`src/rtl/busy_relay_pkg.sv`:
```
// Package: busy_relay_pkg
// Shared types for the busy line relay. Holds the second-stage mode
// encoding and the side count of the relay.
package busy_relay_pkg;

    // Number of bus sides the relay joins; one channel per source side.
    localparam int unsigned NUM_SIDES = 2;

    // Second-stage behaviour, selected by the bus-phase indication.
    typedef enum logic {
        FILT_PASS = 1'b0,   // debounced level goes straight out
        FILT_LONG = 1'b1    // output moves only after a long stable window
    } filt_mode_e;

endpackage : busy_relay_pkg

```
`src/rtl/busy_echo_mask.sv`:
```
// Module: busy_echo_mask
// Turns a received busy level into a source request. The level is
// blanked while this relay is itself pulling the same side low.
// Assumes: own_pull_i is the registered enable for the side that
// rx_i is received from, so the mask has no combinational loop.
module busy_echo_mask (
    input  logic rx_i,
    input  logic own_pull_i,
    output logic src_o
);

    // Blank the received level while our own drive is on that wire.
    always_comb begin
        src_o = rx_i & ~own_pull_i;
    end

endmodule : busy_echo_mask

```
`src/rtl/busy_debounce.sv`:
```
// Module: busy_debounce
// Leading-edge debounce. A rising request is taken on the next edge
// and then held high for at least HOLD_CYC cycles. After that the
// output follows the request.
// Assumes: HOLD_CYC >= 1; src_i is synchronous to clk.
module busy_debounce #(
    parameter int unsigned HOLD_CYC = 4
) (
    input  logic clk,
    input  logic rst_n,
    input  logic src_i,
    output logic deb_o
);

    localparam int unsigned HW = (HOLD_CYC > 1) ? $clog2(HOLD_CYC) : 1;
    localparam logic [HW-1:0] HLOAD = HW'(HOLD_CYC - 1);

    logic [HW-1:0] hold_cnt_q;
    logic          deb_q;

    // Capture the leading edge, run out the hold, then track the input.
    always_ff @(posedge clk) begin
        if (!rst_n) begin
            deb_q      <= 1'b0;
            hold_cnt_q <= '0;
        end else if (!deb_q) begin
            if (src_i) begin
                deb_q      <= 1'b1;
                hold_cnt_q <= HLOAD;
            end
        end else if (hold_cnt_q != '0) begin
            hold_cnt_q <= hold_cnt_q - HW'(1);
        end else begin
            deb_q <= src_i;
        end
    end

    assign deb_o = deb_q;

endmodule : busy_debounce

```
`src/rtl/busy_mode_filter.sv`:
```
// Module: busy_mode_filter
// Second stage of a busy channel. In pass mode the output copies the
// debounced level each edge. In long mode it changes only after the
// debounced level has differed from it for STABLE_CYC edges in a row.
// Assumes: STABLE_CYC >= 2; mode_i is synchronous to clk.
module busy_mode_filter
    import busy_relay_pkg::*;
#(
    parameter int unsigned STABLE_CYC = 32
) (
    input  logic       clk,
    input  logic       rst_n,
    input  filt_mode_e mode_i,
    input  logic       deb_i,
    output logic       out_o
);

    localparam int unsigned SW = (STABLE_CYC > 2) ? $clog2(STABLE_CYC) : 1;
    localparam logic [SW-1:0] SLAST = SW'(STABLE_CYC - 1);

    logic [SW-1:0] stab_cnt_q;
    logic          out_q;

    // Pass or count stability, clearing the count whenever it is moot.
    always_ff @(posedge clk) begin
        if (!rst_n) begin
            out_q      <= 1'b0;
            stab_cnt_q <= '0;
        end else if (mode_i == FILT_PASS) begin
            out_q      <= deb_i;
            stab_cnt_q <= '0;
        end else if (deb_i == out_q) begin
            stab_cnt_q <= '0;
        end else if (stab_cnt_q == SLAST) begin
            out_q      <= deb_i;
            stab_cnt_q <= '0;
        end else begin
            stab_cnt_q <= stab_cnt_q + SW'(1);
        end
    end

    assign out_o = out_q;

endmodule : busy_mode_filter

```
`src/rtl/busy_relay.sv`:
```
// Module: busy_relay
// Two-sided busy line relay. Channel d takes side d as its source
// and drives the pull-down on the opposite side. The echo of a side
// this relay is pulling is masked out of that side's channel.
// Assumes: received levels are already synchronized to clk and are
// active high; outputs go to open-collector pull-down drivers.
module busy_relay
    import busy_relay_pkg::*;
#(
    parameter int unsigned HOLD_CYC   = 4,
    parameter int unsigned STABLE_CYC = 32
) (
    input  logic clk,
    input  logic rst_n,
    input  logic bus_a_rx,
    input  logic bus_b_rx,
    input  logic long_filter_en,
    output logic pull_a_en,
    output logic pull_b_en
);

    logic [NUM_SIDES-1:0] rx_v;
    logic [NUM_SIDES-1:0] src_v;
    logic [NUM_SIDES-1:0] deb_v;
    logic [NUM_SIDES-1:0] out_v;
    logic [NUM_SIDES-1:0] pull_v;
    filt_mode_e           mode_sel;

    // Gather the received sides and the phase-selected mode.
    always_comb begin
        rx_v     = {bus_b_rx, bus_a_rx};
        mode_sel = filt_mode_e'(long_filter_en);
    end

    // Each side is pulled by the channel sourced from the other side.
    always_comb begin
        for (int s = 0; s < int'(NUM_SIDES); s++) begin
            pull_v[s] = out_v[NUM_SIDES-1-s];
        end
    end

    for (genvar d = 0; d < NUM_SIDES; d++) begin : g_chan
        busy_echo_mask u_mask (
            .rx_i       (rx_v[d]),
            .own_pull_i (pull_v[d]),
            .src_o      (src_v[d])
        );

        busy_debounce #(
            .HOLD_CYC (HOLD_CYC)
        ) u_deb (
            .clk   (clk),
            .rst_n (rst_n),
            .src_i (src_v[d]),
            .deb_o (deb_v[d])
        );

        busy_mode_filter #(
            .STABLE_CYC (STABLE_CYC)
        ) u_filt (
            .clk    (clk),
            .rst_n  (rst_n),
            .mode_i (mode_sel),
            .deb_i  (deb_v[d]),
            .out_o  (out_v[d])
        );
    end

    assign pull_a_en = pull_v[0];
    assign pull_b_en = pull_v[1];

endmodule : busy_relay

```
`config.mk`:
```
export PLATFORM = sky130hd
export DESIGN_NAME = busy_relay
export DESIGN_NICKNAME = d
export VERILOG_FILES = /design/src/rtl/busy_relay_pkg.sv /design/src/rtl/busy_echo_mask.sv /design/src/rtl/busy_debounce.sv /design/src/rtl/busy_mode_filter.sv /design/src/rtl/busy_relay.sv
export SDC_FILE = /design/constraint.sdc
export NUM_CORES = 1
export LEC_CHECK = 0
export BUFFER_PORTS_ARGS = -buffer_cell sky130_fd_sc_hd__buf_4
export CORE_MARGIN = 2
export CORE_UTILIZATION = 50
export DETAILED_ROUTE_END_ITERATION = 6
export PLACE_DENSITY_LB_ADDON = 0.2
export SYNTH_ARGS = -nofsm -noshare
export SYNTH_HDL_FRONTEND = slang
export SYNTH_SLANG_ARGS = --single-unit
```
`constraint.sdc`:
```
create_clock -name clk -period 1.6 [get_ports clk]
set_input_delay 0.08 -clock clk [delete_from_list [all_inputs] [get_ports clk]]
set_output_delay 0.08 -clock clk [all_outputs]
set_load 0.01 [all_outputs]
```
==> results by group, run 1 <==
Cells and area
  – Nets: 102
  – Layout area overhead: 11.46%
  – Number of diodes: 0
  – Share of cells above drive strength 1: roughly 16%
  – Final cell count without fillers: roughly 110
  – Fillers: approximately 150
  – Fin util: between 50% and 60%

Routing
  – TritonRoute pass-1 iters: 4
  – Number of nets with antenna violations after routing: 0
  – Final wirelength: around 1100 µm
  – Starting DRT DRC Count: 8
  – Vias per cell: between 4 and 5
  – Mean routed wirelength per cell: ~11 µm
  – Vias: 521
  – DRC Markers: 0

Timing
  – RSZ-0062 raised after global routing: false
  – Final Cycle Share: around 92%
  – Fin crit period: around 1.5 ns
  – Worst slew pin tran: around 0.24 ns
  – Fin. Hold Viols: 0
  – Slew Limit Fails: 0
  – F_max: 0.6764 GHz
  – Setup violators final: 0
  – Clk_skew: ~0.0025 ns
  – Final WS setup: 0.1217 ns
  – Hold Slack: about 0.027 ns
  – Setup TNS: 0 ns
  – Slew headroom: between 80% and 90%

Global routing
  – Initial antenna violation count: 0
  – Largest net degree at the start of global routing: 10
  – Vias in the first global route: slightly above 500
  – Total GRT Usage: around 15%
  – First-pass GRT wire length: between 2000 and 2500 µm
  – Gr ovfl total: 0

Floorplan
  – Io pins: 7
  – Starting Density: between 50% and 60%
  – Die Span Y: ~43 µm
  – Die ar.: between 0.0015 and 0.002 mm²
  – Die span in x: ~43 µm
  – Core area: about 0.0015 mm²
  – # rows: 14

Synth
  – Xor/xnor share of the synthesized area: around 8.0%
  – Mux cell area share after synthesis: 4.092%
  – Primary FF master, synth: dfxtp_1
  – Syn_nets: slightly above 90
  – Largest family of logic cells by synthesized area: simple AND/OR/NAND/NOR gates
  – Synthesized area: ~760 µm²
  – Post-synth cell types: 19
  – Number of synthesized flops with an enable pin: 0
  – Simple-gate share of the synthesized area: ~18%
  – Seq cells post-synth: 18
  – Sequential area share after synthesis: 47.14%
  – FFs w/ async S/R, synth: 0%
  – Synth Area in Compound Gates: 6.547%
  – Synth Area in Adders: 9.820%
  – Synth warn: 0
  – Syn_area_per_cell: about 9.4 µm²
  – Post-synthesis instance total: 81

Placed design
  – Port Buffers: 6
  – Gpl congestion: about 0.65
  – Pre-CTS WS: approximately 0.14 ns
  – DP Wirelength: around 840 µm
  – Placed cells: slightly above 100

Critical path
  – CP bufs+invs: 0
  – Worst path most repeated cell: ha_1
  – Worst-path cell chain: ha_1, and3_1, ha_1, nor2b_1, mux2i_1, nor2_1
  – Crit-path max cell delay: 0.33 ns
  – Cell family with most CP delay: simple AND/OR/NAND/NOR gates
  – WP data required: ~1.8 ns
  – Startpoint Class: flop
  – CP Capture Type: flop
  – Slowest CP cell: dfxtp_1
  – Arrival @ worst endpoint: approximately 1.7 ns
  – Crit Path Category: flop to flop
  – Max FO, Critical Path: 3

Clock tree
  – Total clock sinks: 18
  – Clk_lat worst skew: between 0.2 and 0.3 ns
  – Hold_buf cts: 0
  – CTS Buffer Depth: 2
  – CTS tree: yes
  – Clk slew on worst S/H paths: approximately 0.090 ns
  – Post-CTS setup buffers: 0
  – H-tree Lvls: 1
  – CTS buffer count: 3
  – Root buf cell: clkbuf_4

Power
  – Peak supply drop: roughly 0.52 mV
  – Sequential share of power: approximately three fifths
  – Sw Ratio: 24.16%
  – Lkg Pwr: about 0.4 nW
  – Clock power share: between 20% and 30%
  – Int Pwr: between 0.6 and 0.7 mW
  – Sw power: approximately 0.2 mW
  – Pwr/cell area: roughly 950 mW/mm²
  – Combinational share of power: approximately an eighth

Job
  – Max Cap Violations: 0

Worst hold path
  – Hold Path Class: input port to flop

Outcome
  – Status: finished, final reports clean
[timing repair]
action	CTS	global route
gates resized for setup	0	1
endpoints found under the hold margin	0	0
setup endpoints to repair	0	1
[cells by family after synthesis]
group | after synthesis
AND/OR/NAND/NOR | 27
flip-flops | 18
buffers and inverters | 12
AO/OA/AOI/OAI | 8
XOR/XNOR | 7
adder cells (fa/ha/maj) | 6
multiplexers | 3
[cells in the final DEF (no fill, tap or decap), drive strengths merged]
cell	n
nand3	4
buf	6
xor2	5
xnor2	2
nor2	14
a21oi	4
inv	11
o31ai	2
nor2b	3
and2b	1
clkbuf	3
ha	6
and3	2
nor3b	1
mux2	1
mux2i	2
dfxtp	18
nor3	2
a211oi	2
[cell type report]
cell class / instances / area (µm²) / share of cell area, %
Tap cell: 16 / 20.02 / 2.349
Multi-Input combinational cell: 51 / 362.8 / 42.58
Clock buffer: 3 / 22.52 / 2.643
Sequential cell: 18 / 360.3 / 42.29
Timing Repair Buffer: 6 / 45.04 / 5.286
Inverter: 11 / 41.29 / 4.846
[worst min-delay path, stage by stage]
cell,delay (ns)
buf_4,0.08
a21oi_1,0.05
nor2_1,0.07
[state kept, by name, summed over array words and instances, names as in the netlist]
| signal | flops |
|---|---|
| g_chan.u_filt.out_o | 2 |
| g_chan.u_filt.stab_cnt_q | 10 |
| g_chan.u_deb.hold_cnt_q | 4 |
| g_chan.u_deb.deb_o | 2 |
[cells in the mapped netlist, drive strengths merged, types with 3 or more instances]
| master | n | area (µm²) |
|---|---|---|
| nand3 | 4 | 25.02 |
| nor2 | 14 | 52.55 |
| ha | 6 | 75.07 |
| inv | 11 | 41.29 |
| xor2 | 5 | 43.79 |
| dfxtp | 18 | 360.4 |
| nor2b | 3 | 18.77 |
| a21oi | 4 | 20.02 |
[power groups by stage]
stage / clock (mW) / sequential [mW] / combinational (mW)
after floorplan: 0 / 0.496 / 0.0796
after global placement: 0 / 0.501 / 0.0977
after detailed placement: 0 / 0.502 / 0.103
after CTS: 0.222 / 0.491 / 0.103
after global routing: 0.238 / 0.495 / 0.119
final: 0.212 / 0.491 / 0.102
[stage by stage]
stage | power, mW | instance area (µm²)
after floorplan | 0.5757 | 764.5
after global placement | 0.5986 | 824.5
final | 0.8056 | 852.1
after global routing | 0.8527 | 852.1
after CTS | 0.8166 | 847.1
after detailed placement | 0.6047 | 824.5
[path summary, 6_finish.rpt]
| kind | from | depth (start not counted) | end | slack, ns |
|---|---|---|---|---|
| worst max register to register | g_chan[0].u_filt.stab_cnt_q[0] | 6 | g_chan[0].u_filt.out_o | 0.12 |
| worst min register to register | g_chan[1].u_filt.stab_cnt_q[0] | 1 | g_chan[1].u_filt.stab_cnt_q[0] | 0.45 |
| worst max-delay path | g_chan[0].u_filt.stab_cnt_q[0] | 6 | g_chan[0].u_filt.out_o | 0.12 |
| worst min-delay path | bus_b_rx | 3 | g_chan[1].u_deb.deb_o | 0.03 |
[layer usage]
| metal | global-route usage (%) | vias to the layer above | routed length (µm) |
|---|---|---|---|
| met2 | 21.19 | 9 | 498 |
| met4 | 5.455 | 0 | 14 |
| li1 | - | 280 | - |
| met5 | 0 | - | 0 |
| met3 | 6.809 | 2 | 63 |
| met1 | 18.52 | 230 | 527 |
No activity file was read; power rests on OpenSTA's default activity.
==> inputs of run 2 (changes only) <==
Settings changed: CORE_UTILIZATION 50 to 49, TNS_END_PERCENT set to 50.
Clock period 1.6 ns to 1.3 ns, I/O delays scaled along.
==> run 2 against run 1 <==
  * Flip-flop and latch count unchanged
  * Register-to-register slack got worse by 0.099 ns
  * Die area increased by 1.9%
==> results by group, run 2 (synthesized netlist as in run 1, its figures left out) <==
Cells and area
  – Max reg flops: 10
  – Commonest cells after routing, fill and taps aside: dfxtp_1 (15), nor2_1 (13), inv_1 (11)
  – Largest Register: g_chan.u_filt.stab_cnt_q
  – Nets: around 110
  – Leading cell type in the layout, fill and taps excluded: dfxtp_1
  – Biggest regs: g_chan.u_filt.stab_cnt_q: 10 flops, g_chan.u_deb.hold_cnt_q: 4 flops
  – Design area: approximately 990 µm²
  – Number of diodes: 0
  – Layout area overhead: 29.13%
  – Final cell count without fillers: ~110
  – Fin util: 66.30%
  – Share of cells above drive strength 1: roughly 33%

Floorplan
  – Io pins: 7
  – Starting Density: roughly 51%
  – Die Span Y: ~44 µm
  – Core area: ~0.0015 mm²
  – Die ar.: 0.001892 mm²
  – # rows: 14
  – Die span in x: about 44 µm

Placed design
  – Placed cells: between 100 and 150
  – DP Wirelength: roughly 840 µm
  – Placed Area: ~860 µm²
  – Gpl congestion: 0.7184
  – Port Buffers: 6

Critical path
  – Worst-path cell chain: ha_4, and3_4, ha_4, nor2b_4, mux2i_1, nor2_1
  – WP data required: 1.49 ns
  – Startpoint Class: flop
  – Crit Path Category: flop to flop
  – Arrival @ worst endpoint: around 1.5 ns
  – Slowest CP cell: dfxtp_1
  – Worst path most repeated cell: ha_4
  – Reg2reg path depth: 6
  – Reg2reg end: g_chan[1].u_filt.out_o
  – Max FO, Critical Path: 2
  – R2R Setup Slk: between 0.02 and 0.025 ns
  – CP Capture Type: flop
  – Crit-path max cell delay: ~0.35 ns
  – Reg2reg start: g_chan[1].u_filt.stab_cnt_q[1]

Worst hold path
  – Hold path depth: 3
  – Hold Path Class: input port to flop
  – Worst Hold Path EP: g_chan[0].u_deb.hold_cnt_q[0]
  – Hold Startpoint: rst_n

Clock tree
  – CTS tree: yes
  – Clk_lat worst skew: ~0.29 ns
  – H-tree Lvls: 1
  – CTS Buffer Depth: 2
  – Root buf cell: clkbuf_4
  – CTS buffer count: 3
  – Total clock sinks: 18
  – Clk slew on worst S/H paths: about 0.10 ns

Timing
  – Slew headroom: between 80% and 90%
  – RSZ-0062 raised after global routing: true
  – Worst slew pin tran: between 0.2 and 0.25 ns
  – Slew Limit Fails: 0
  – F_max: 0.7828 GHz
  – Fin crit period: ~1.3 ns
  – Clk_skew: around 0.00077 ns
  – Setup violators final: 0
  – Final Cycle Share: 98.26%
  – Fin. Hold Viols: 0

Routing
  – DRC Markers: 0
  – Number of nets with antenna violations after routing: 0
  – Vias: around 540
  – TritonRoute pass-1 iters: 2
  – Final wirelength: between 1000 and 1500 µm
  – Starting DRT DRC Count: 9
  – Vias per cell: around 4.9
  – Mean routed wirelength per cell: just over 10 µm

Global routing
  – First-pass GRT wire length: between 1500 and 2000 µm
  – Largest net degree at the start of global routing: 11
  – Total GRT Usage: 14.69%
  – Vias in the first global route: approximately 490
  – Initial antenna violation count: 0
  – Gr ovfl total: 0

Power
  – Pwr/cell area: about 1100 mW/mm²
  – Lkg Pwr: 0.4183 nW
  – Peak supply drop: about 0.83 mV

Job
  – Max Cap Violations: 0

Outcome
  – Status: finished, final reports clean
run 2: cell types whose count changed in the layout (fill, tap and decap cells not counted), sizes merged:
cell	delta
buf	+4
clkbuf	+1
dlygate4sd3	+1
run 2: where the power goes:
part           leakage, nW  switching (mW)  total (mW)  internal, mW
combinational        0.249          0.0635       0.138        0.0740
clock               0.0210           0.169       0.340         0.171
sequential           0.149          0.0260       0.606         0.580
run 2: what timing repair did:
item                                    CTS  global route
endpoints found under the hold margin     1             0
endpoints found under the setup margin   12            12
gates resized for setup                  11             6
pin swaps                                 1             2
hold buffers                              1             0
buffers inserted                          0             0
run 2: area by class of cell:
type | instances | area, µm²
fill | 120 | 501.7
timing repair buffer | 11 | 85.08
tap | 16 | 20.02
inverter | 11 | 41.29
multi-input combinational | 51 | 440.4
clock buffer | 4 | 36.28
sequential | 18 | 364.1
run 2: stage by stage:
| stage | setup TNS, ns | hold WS (ns) | setup WS [ns] | total power, mW |
|---|---|---|---|---|
| after global routing | -0.2105 | 0.05660 | -0.05690 | 1.141 |
| after global placement | -0.1935 | 0.3039 | -0.05270 | 0.7425 |
| final | 0 | 0.05133 | 0.02259 | 1.083 |
| after floorplan | -0.01792 | 0.1940 | -0.01792 | 0.7093 |
| after CTS | 0 | 0.04255 | 0.002271 | 1.101 |
| after detailed placement | -0.4689 | 0.3071 | -0.06837 | 0.7490 |
run 2: worst max-delay path by stage:
stage                     depth (start not counted)                            from                     end  slack (ns)
after floorplan                                   6  g_chan[0].u_filt.stab_cnt_q[0]  g_chan[0].u_filt.out_o       -0.02
after global placement                            6  g_chan[0].u_filt.stab_cnt_q[0]  g_chan[0].u_filt.out_o       -0.05
after detailed placement                          6  g_chan[0].u_filt.stab_cnt_q[0]  g_chan[0].u_filt.out_o       -0.07
after CTS                                         6  g_chan[1].u_filt.stab_cnt_q[0]  g_chan[1].u_filt.out_o       0.002
after global routing                              6  g_chan[0].u_filt.stab_cnt_q[0]  g_chan[0].u_filt.out_o       -0.06
final                                             6  g_chan[1].u_filt.stab_cnt_q[1]  g_chan[1].u_filt.out_o        0.02
run 2: layer usage:
layer / track usage (%) / vias to the layer above / part of all wire (%)
met4: 7.273 / 0 / 2.2
li1: - / 292 / -
met1: 16.75 / 235 / 48
met2: 22.69 / 7 / 45
met3: 7.500 / 5 / 5.0
met5: 0 / - / 0
run 2: worst max-delay path, delay by kind of cell, from the launching register on:
family | cells | cell delay (ns)
and+or+nand+nor | 3 | 0.33
muxes | 1 | 0.18
adders and majority gates | 2 | 0.32
DFF | 1 | 0.35
